==> src/rtl/flash_ctrl_pkg.sv <==
package flash_ctrl_pkg;
  typedef enum logic [2:0] {
    OP_READ, OP_PGM, OP_ERASE, OP_SUSP, OP_SUSP_PGM
  } op_e;

  typedef enum logic [2:0] {
    CS_IDLE, CS_U1, CS_U2, CS_PGM, CS_E1, CS_E2, CS_E3
  } cs_e;

  localparam logic [7:0] KEY_A       = 8'hAA;
  localparam logic [7:0] KEY_B       = 8'h55;
  localparam logic [7:0] CMD_PGM     = 8'hA0;
  localparam logic [7:0] CMD_ERS     = 8'h80;
  localparam logic [7:0] CMD_SECT    = 8'h30;
  localparam logic [7:0] CMD_CHIP    = 8'h10;
  localparam logic [7:0] CMD_SUSPEND = 8'hB0;
  localparam logic [7:0] CMD_RESUME  = 8'h30;
endpackage

==> src/rtl/fcc_decode.sv <==
module fcc_decode
  import flash_ctrl_pkg::*;
#(
  parameter int AW    = 11,
  parameter int IDX_W = 6,
  parameter int SW_W  = 4,
  localparam int SEC_W = IDX_W - SW_W
) (
  input  logic             clk,
  input  logic             rst_n,
  input  logic             we,
  input  logic [AW-1:0]    addr,
  input  logic [7:0]       d8,
  input  op_e              op,
  input  logic [SEC_W-1:0] ers_sect,
  input  logic             ers_chip,
  output logic             start_pgm,
  output logic             start_erase,
  output logic             erase_chip,
  output logic             suspend_req,
  output logic             resume_req,
  output cs_e              cs_o
);
  cs_e cs_q, cs_d;
  logic at_a, at_b, in_susp_sect;

  assign at_a = (addr == AW'(11'h555));
  assign at_b = (addr == AW'(11'h2AA));
  assign in_susp_sect = ers_chip || (addr[IDX_W-1:SW_W] == ers_sect);
  assign cs_o = cs_q;

  always_comb begin
    cs_d        = cs_q;
    start_pgm   = 1'b0;
    start_erase = 1'b0;
    erase_chip  = 1'b0;
    suspend_req = 1'b0;
    resume_req  = 1'b0;
    if (we) begin
      cs_d = CS_IDLE;
      if (op == OP_ERASE) begin
        suspend_req = (d8 == CMD_SUSPEND);
      end else if (op == OP_READ || op == OP_SUSP) begin
        unique case (cs_q)
          CS_IDLE: begin
            if (at_a && d8 == KEY_A) cs_d = CS_U1;
            else if (op == OP_SUSP && d8 == CMD_RESUME) resume_req = 1'b1;
          end
          CS_U1: if (at_b && d8 == KEY_B) cs_d = CS_U2;
          CS_U2: begin
            if (at_a && d8 == CMD_PGM) cs_d = CS_PGM;
            else if (at_a && d8 == CMD_ERS && op == OP_READ) cs_d = CS_E1;
          end
          CS_PGM: start_pgm = !(op == OP_SUSP && in_susp_sect);
          CS_E1: if (at_a && d8 == KEY_A) cs_d = CS_E2;
          CS_E2: if (at_b && d8 == KEY_B) cs_d = CS_E3;
          CS_E3: begin
            if (d8 == CMD_SECT) start_erase = 1'b1;
            else if (at_a && d8 == CMD_CHIP) begin
              start_erase = 1'b1;
              erase_chip  = 1'b1;
            end
          end
          default: cs_d = CS_IDLE;
        endcase
      end
    end
  end

  always_ff @(posedge clk or negedge rst_n) begin
    if (!rst_n) cs_q <= CS_IDLE;
    else if (we) cs_q <= cs_d;
  end
endmodule

==> src/rtl/fcc_seq.sv <==
module fcc_seq
  import flash_ctrl_pkg::*;
#(
  parameter int IDX_W   = 6,
  parameter int SW_W    = 4,
  parameter int PGM_CYC = 16,
  parameter int ERS_CYC = 64,
  localparam int SEC_W  = IDX_W - SW_W,
  localparam int CW     = $clog2((PGM_CYC > ERS_CYC ? PGM_CYC : ERS_CYC) + 1)
) (
  input  logic             clk,
  input  logic             rst_n,
  input  logic             start_pgm,
  input  logic             start_erase,
  input  logic             erase_chip,
  input  logic             suspend_req,
  input  logic             resume_req,
  input  logic [IDX_W-1:0] idx,
  input  logic [15:0]      dq,
  input  logic             word_mode,
  output op_e              op,
  output logic             busy,
  output logic             pgm_commit,
  output logic [IDX_W-1:0] pgm_idx,
  output logic [15:0]      pgm_pat,
  output logic             ers_commit,
  output logic [SEC_W-1:0] ers_sect,
  output logic             ers_chip
);
  op_e op_q, op_d;
  logic [CW-1:0] pcnt_q, pcnt_d, ecnt_q, ecnt_d;
  logic [15:0] pat_in;

  assign pat_in = word_mode ? dq : (dq[15] ? {dq[7:0], 8'hFF} : {8'hFF, dq[7:0]});

  always_comb begin
    op_d = op_q;
    pcnt_d = pcnt_q;
    ecnt_d = ecnt_q;
    pgm_commit = 1'b0;
    ers_commit = 1'b0;
    unique case (op_q)
      OP_READ: begin
        if (start_pgm) begin
          op_d = OP_PGM; pcnt_d = CW'(PGM_CYC - 1);
        end else if (start_erase) begin
          op_d = OP_ERASE; ecnt_d = CW'(ERS_CYC - 1);
        end
      end
      OP_PGM, OP_SUSP_PGM: begin
        if (pcnt_q == '0) begin
          pgm_commit = 1'b1;
          op_d = (op_q == OP_PGM) ? OP_READ : OP_SUSP;
        end else pcnt_d = pcnt_q - 1'b1;
      end
      OP_ERASE: begin
        if (suspend_req) op_d = OP_SUSP;
        else if (ecnt_q == '0) begin
          ers_commit = 1'b1; op_d = OP_READ;
        end else ecnt_d = ecnt_q - 1'b1;
      end
      OP_SUSP: begin
        if (start_pgm) begin
          op_d = OP_SUSP_PGM; pcnt_d = CW'(PGM_CYC - 1);
        end else if (resume_req) op_d = OP_ERASE;
      end
      default: op_d = OP_READ;
    endcase
  end

  always_ff @(posedge clk or negedge rst_n) begin
    if (!rst_n) begin
      op_q <= OP_READ; pcnt_q <= '0; ecnt_q <= '0;
    end else begin
      op_q <= op_d; pcnt_q <= pcnt_d; ecnt_q <= ecnt_d;
    end
  end

  always_ff @(posedge clk or negedge rst_n) begin
    if (!rst_n) begin
      pgm_idx <= '0; pgm_pat <= '1;
    end else if (start_pgm) begin
      pgm_idx <= idx; pgm_pat <= pat_in;
    end
  end

  always_ff @(posedge clk or negedge rst_n) begin
    if (!rst_n) begin
      ers_sect <= '0; ers_chip <= 1'b0;
    end else if (start_erase) begin
      ers_sect <= idx[IDX_W-1:SW_W]; ers_chip <= erase_chip;
    end
  end

  assign op   = op_q;
  assign busy = (op_q == OP_PGM) || (op_q == OP_ERASE) || (op_q == OP_SUSP_PGM);
endmodule

==> src/rtl/fcc_array.sv <==
module fcc_array #(
  parameter int NSECT      = 4,
  parameter int SECT_WORDS = 16,
  localparam int DEPTH = NSECT * SECT_WORDS,
  localparam int IDX_W = $clog2(DEPTH),
  localparam int SW_W  = $clog2(SECT_WORDS),
  localparam int SEC_W = IDX_W - SW_W
) (
  input  logic             clk,
  input  logic             rst_n,
  input  logic             pgm_commit,
  input  logic [IDX_W-1:0] pgm_idx,
  input  logic [15:0]      pgm_pat,
  input  logic             ers_commit,
  input  logic [SEC_W-1:0] ers_sect,
  input  logic             ers_chip,
  input  logic [IDX_W-1:0] rd_idx,
  output logic [15:0]      rd_word
);
  logic [15:0] words [DEPTH];

  for (genvar i = 0; i < DEPTH; i++) begin : g_word
    localparam logic [SEC_W-1:0] SI = SEC_W'(i / SECT_WORDS);
    logic [15:0] word_q;
    logic hit_e, hit_p;
    assign hit_e = ers_commit && (ers_chip || ers_sect == SI);
    assign hit_p = pgm_commit && (pgm_idx == IDX_W'(i));
    always_ff @(posedge clk or negedge rst_n) begin
      if (!rst_n) word_q <= '1;
      else if (hit_e) word_q <= '1;
      else if (hit_p) word_q <= word_q & pgm_pat;
    end
    assign words[i] = word_q;
  end

  assign rd_word = words[rd_idx];
endmodule

==> src/rtl/flash_cmd_ctrl.sv <==
module flash_cmd_ctrl
  import flash_ctrl_pkg::*;
#(
  parameter int AW         = 11,
  parameter int NSECT      = 4,
  parameter int SECT_WORDS = 16,
  parameter int PGM_CYC    = 16,
  parameter int ERS_CYC    = 64
) (
  input  logic          clk,
  input  logic          rst_n,
  input  logic          we,
  input  logic          re,
  input  logic [AW-1:0] addr,
  input  logic [15:0]   dq_in,
  input  logic          word_mode,
  output logic [15:0]   rdata,
  output logic [15:0]   rdata_oe,
  output logic          ry_by
);
  localparam int DEPTH = NSECT * SECT_WORDS;
  localparam int IDX_W = $clog2(DEPTH);
  localparam int SW_W  = $clog2(SECT_WORDS);
  localparam int SEC_W = IDX_W - SW_W;

  logic [1:0] rs_q;
  logic rst_i_n, tog_q;
  op_e op_w;
  cs_e cs_w;
  logic start_pgm, start_erase, erase_chip, suspend_req, resume_req;
  logic busy, pgm_commit, ers_commit, ers_chip, lane, in_ers, is_stat;
  logic [IDX_W-1:0] pgm_idx, idx;
  logic [15:0] pgm_pat, rd_word, data16;
  logic [SEC_W-1:0] ers_sect;
  logic [7:0] st;

  always_ff @(posedge clk or negedge rst_n) begin
    if (!rst_n) rs_q <= 2'b00;
    else rs_q <= {rs_q[0], 1'b1};
  end
  assign rst_i_n = rs_q[1];

  always_ff @(posedge clk or negedge rst_i_n) begin
    if (!rst_i_n) tog_q <= 1'b0;
    else if (re) tog_q <= ~tog_q;
  end

  assign idx = addr[IDX_W-1:0];

  fcc_decode #(.AW(AW), .IDX_W(IDX_W), .SW_W(SW_W)) u_dec (
    .clk(clk), .rst_n(rst_i_n), .we(we), .addr(addr), .d8(dq_in[7:0]),
    .op(op_w), .ers_sect(ers_sect), .ers_chip(ers_chip),
    .start_pgm(start_pgm), .start_erase(start_erase), .erase_chip(erase_chip),
    .suspend_req(suspend_req), .resume_req(resume_req), .cs_o(cs_w)
  );

  fcc_seq #(.IDX_W(IDX_W), .SW_W(SW_W), .PGM_CYC(PGM_CYC), .ERS_CYC(ERS_CYC)) u_seq (
    .clk(clk), .rst_n(rst_i_n), .start_pgm(start_pgm), .start_erase(start_erase),
    .erase_chip(erase_chip), .suspend_req(suspend_req), .resume_req(resume_req),
    .idx(idx), .dq(dq_in), .word_mode(word_mode), .op(op_w), .busy(busy),
    .pgm_commit(pgm_commit), .pgm_idx(pgm_idx), .pgm_pat(pgm_pat),
    .ers_commit(ers_commit), .ers_sect(ers_sect), .ers_chip(ers_chip)
  );

  fcc_array #(.NSECT(NSECT), .SECT_WORDS(SECT_WORDS)) u_arr (
    .clk(clk), .rst_n(rst_i_n), .pgm_commit(pgm_commit), .pgm_idx(pgm_idx),
    .pgm_pat(pgm_pat), .ers_commit(ers_commit), .ers_sect(ers_sect),
    .ers_chip(ers_chip), .rd_idx(idx), .rd_word(rd_word)
  );

  assign lane   = !word_mode && dq_in[15];
  assign in_ers = ers_chip || (idx[IDX_W-1:SW_W] == ers_sect);

  always_comb begin
    data16  = word_mode ? rd_word : {8'h00, lane ? rd_word[15:8] : rd_word[7:0]};
    st      = 8'h00;
    is_stat = 1'b0;
    unique case (op_w)
      OP_PGM, OP_SUSP_PGM: begin
        is_stat = 1'b1; st[6] = tog_q; st[2] = 1'b1;
      end
      OP_ERASE: begin
        is_stat = 1'b1; st[6] = tog_q; st[2] = in_ers ? tog_q : 1'b1;
      end
      OP_SUSP: if (in_ers) begin
        is_stat = 1'b1; st[6] = 1'b1; st[2] = tog_q;
      end
      default: ;
    endcase
    rdata = is_stat ? {8'h00, st} : data16;
  end

  assign rdata_oe = word_mode ? 16'hFFFF : 16'h00FF;
  assign ry_by    = rst_i_n & ~busy;
endmodule

==> config.mk <==
export PLATFORM = sky130hd
export DESIGN_NAME = flash_cmd_ctrl
export DESIGN_NICKNAME = d
export VERILOG_FILES = /design/src/rtl/flash_ctrl_pkg.sv /design/src/rtl/fcc_decode.sv /design/src/rtl/fcc_seq.sv /design/src/rtl/fcc_array.sv /design/src/rtl/flash_cmd_ctrl.sv
export SDC_FILE = /design/constraint.sdc
export NUM_CORES = 2
export LEC_CHECK = 0
export BUFFER_PORTS_ARGS = -buffer_cell sky130_fd_sc_hd__buf_2
export CAP_MARGIN = 20
export CORE_MARGIN = 2
export CORE_UTILIZATION = 42
export CTS_BUF_LIST = sky130_fd_sc_hd__clkbuf_2
export DETAILED_ROUTE_END_ITERATION = 16
export GPL_ROUTABILITY_DRIVEN = 1
export GPL_TIMING_DRIVEN = 0
export PLACE_DENSITY = 0.56
export SYNTH_ARGS = -nofsm -noshare
export SYNTH_HDL_FRONTEND = slang
export SYNTH_SLANG_ARGS = --single-unit
==> constraint.sdc <==
create_clock -name clk -period 86 [get_ports clk]
set_input_delay 4.3 -clock clk [delete_from_list [all_inputs] [get_ports clk]]
set_output_delay 4.3 -clock clk [all_outputs]
set_load 0.005 [all_outputs]
==> metrics.yaml <==
outcome:
  run_status: "finished clean"
floorplan:
  die_h_um: 344
  pin_count: 65
  dieArea_um2: 118000
  core_area_um2: 114000
  die_w_um: 344
  rows: 124
  initial_core_util_pct: 42.4
logic_synthesis:
  netlist.area_leader.share_pct: 56.4
  synth.avg_cell_area_um2: 10.9
  ys.flop_type: "dfstp_2"
  synth_edf_count: 0
  yosysWarnings: 0
  ys_top_cells_by_count: "1159 x nand2_1, 1040 x dfstp_2, 1037 x o21ai_0"
  async_reset_ff_share_pct: 100
  ys_top_cells_by_area: "dfstp_2 56%, mux4_2 12%, o21ai_0 11%"
  synth_area_um2: 48400
  synth_area_leader_cell: "dfstp_2"
  syn_inst: 4433
  synth_cell_types: 75
  ys_ff_latch: 1072
  synth-seq-area-share_pct: 58.1
  synth_most_common_cell: "nand2_1"
global_routing:
  grt_first_pass_wirelength_um: 327000
  grt_max_degree: 72
  grt_pass1_vias: 41154
  gr-usage-all-layers_pct: 40.6
  antenna_found_initial: 28
  overflow: 0
timing:
  tightest_slew_ns: 1.31
  tns_ns: 0
  hold_violations: 0
  max_freq_mhz: 77.0
  rsz0062_at_grt: "false"
  drv_slew: 0
  relSlewSlack_pct: 12.8
  fin_crit_ns: 12.99
  post-route-period-util_pct: 15.1
  fin_worst_skew_ns: 0.145
  setup_viol: 0
cts:
  cts_max_level: 5
  clock_sinks: 1072
  cts_setup_buffers: 0
  cts_buffers: 305
  cts_tree: "built"
  cts_max_path_buffers: 4
  cts.hold.buffers_added: 0
  clock_latency_ns: 1.74
  path_clk_slew_ns: 0.09
  cts_root_buffer: "clkbuf_2"
  post_cts_resized: 0
placement:
  dp.cells: 6060
  gp_congestion: 1.06
  dp_hpwl_um: 169000
  placed_area_um2: 51700
  numPortBuffers: 51
drt:
  totalWireLength_um: 239000
  via_per_inst: 6.44
  drc: 0
  first_iter_violations: 6194
  vias: 42295
  dr.pass1.iters: 7
  routedWlPerCell_um: 36.4
  ant_nets: 0
finish:
  design_area_um2: 54300
  drive_gt1_share_pct: 39.9
  area_delta_synth_final_pct: 12.0
  final_nets: 4897
  stdcell_count: 6572
  fill_cells: 10803
min_path:
  hp-class: "register to register"
  min-delay-start: "rs_q[0]"
worst_setup_path:
  crit_path_end: "rdata[3]"
  crit_chain: "buf_2, clkbuf_1, nand3b_1, clkbuf_1, buf_8, o22ai_1, nor2_1, nand2_1, o21ai_0, o2bb2ai_1, buf_2"
  reg2reg_depth: 9
  end_kind: "output port"
  worst_setup_path_start_kind: "primary input"
  worst-r2r-setup-slack_ns: 82.07
  slowest_delay_ns: 0.78
  critical_path_class: "primary input to output port"
  slowest_stage: "clkbuf_1"
  crit_start: "addr[2]"
  reg2reg_to: "u_arr.g_word[33].word_q[11]"
  critPathArrivalTime_ns: 8.69
  cp_max_fo: 10
  required_ns: 81.70
  r2r_start: "u_seq.op[2]"
pwr:
  leakagePower_nw: 20.0
  total_power_mw: 0.995
  peakVddDrop_uv: 14.2
  power_density_nw_per_um2: 18.3
run:
  max_cap_viol_count: 0
-- state kept, by name, indices dropped and copies added (netlist names) --
register             flops
u_seq.pgm_idx            6
tog_q                    1
u_seq.pcnt_q             7
u_arr.g_word.word_q   1024
u_dec.cs_o               3
rs_q                     2
u_seq.pgm_pat           16
u_seq.op                 3
u_seq.ers_sect           2
u_seq.ers_chip           1
u_seq.ecnt_q             7
-- critical path, delay by kind of cell --
family                 cells  cell delay (ns)
buffers and inverters      5             2.08
and+or+nand+nor            3             1.68
AOI/OAI and AO/OA          3             0.60
-- stage by stage --
step | hold slack [ns] | setup slack [ns] | util [%]
3_5_place_dp | 0.343 | 73.44 | 45.2
3_3_place_gp | 0.332 | 41.80 | 44.3
5_1_grt | 0.376 | 73.27 | 47.4
4_1_cts | 0.370 | 73.44 | 47.3
6_report | 0.367 | 73.01 | 47.5
2_1_floorplan | 0.331 | 55.71 | -
-- cell type report --
cell class	count	area [µm²]	share of cell area, %
clock buffers	450	2250	4.15
clock inverters	42	186	0.344
multi-input cells	2939	18500	34.1
plain buffers	412	1820	3.36
diodes	12	30.0	0.0553
well taps	1512	1890	3.49
inverters	18	67.6	0.125
flip-flops and latches	1072	28100	51.8
repair buffers	115	1380	2.54
-- power by group --
group	internal [mW]	switching, mW
clock	0.139	0.232
sequential	0.518	0.00650
combinational	0.0311	0.0688
-- layout by cell type, fill, tap and decap left out, drive strengths merged, types with 17 or more instances in the layout --
| cell | Yosys | layout |
|---|---|---|
| a21oi | 30 | 30 |
| a22oi | 44 | 44 |
| buf | 111 | 226 |
| clkbuf | 301 | 751 |
| clkinv | 0 | 36 |
| dfrtp | 32 | 32 |
| dfstp | 1040 | 1040 |
| inv | 18 | 23 |
| mux2i | 23 | 23 |
| mux4 | 250 | 250 |
| nand2 | 1159 | 1159 |
| nor2 | 57 | 57 |
| nor2b | 20 | 20 |
| nor3 | 17 | 17 |
| nor4 | 18 | 18 |
| o21ai | 1064 | 1064 |
| o22ai | 73 | 73 |
-- cells by family after synthesis --
logic type / after synthesis / synth area share (%)
AND/OR/NAND/NOR: 1359 / 11.5
AO/OA/AOI/OAI: 1276 / 14.0
flip-flops: 1072 / 58.1
buffers and inverters: 430 / 3.88
multiplexers: 288 / 12.4
XOR/XNOR: 5 / 0.0904
adder cells (fa/ha/maj): 2 / 0.0516
other: 1 / 0.00774
-- how the worst min path moves through the flow --
stage                     cells past startpoint  slack, ns  endpoint
after floorplan                               0       0.33   rs_q[1]
after global placement                        0       0.33   rs_q[1]
after detailed placement                      0       0.34   rs_q[1]
after CTS                                     0       0.37   rs_q[1]
after global routing                          0       0.38   rs_q[1]
final                                         0       0.37   rs_q[1]
-- routing by layer --
| layer | track usage, % | vias up | routed length (µm) |
|---|---|---|---|
| li1 | - | 16519 | - |
| met1 | 49.9 | 21732 | 86300 |
| met2 | 57.3 | 3188 | 100000 |
| met3 | 17.6 | 836 | 33000 |
| met4 | 28.6 | 20 | 19200 |
| met5 | 0.962 | - | 475 |
Power figures use the tool's default switching activity.
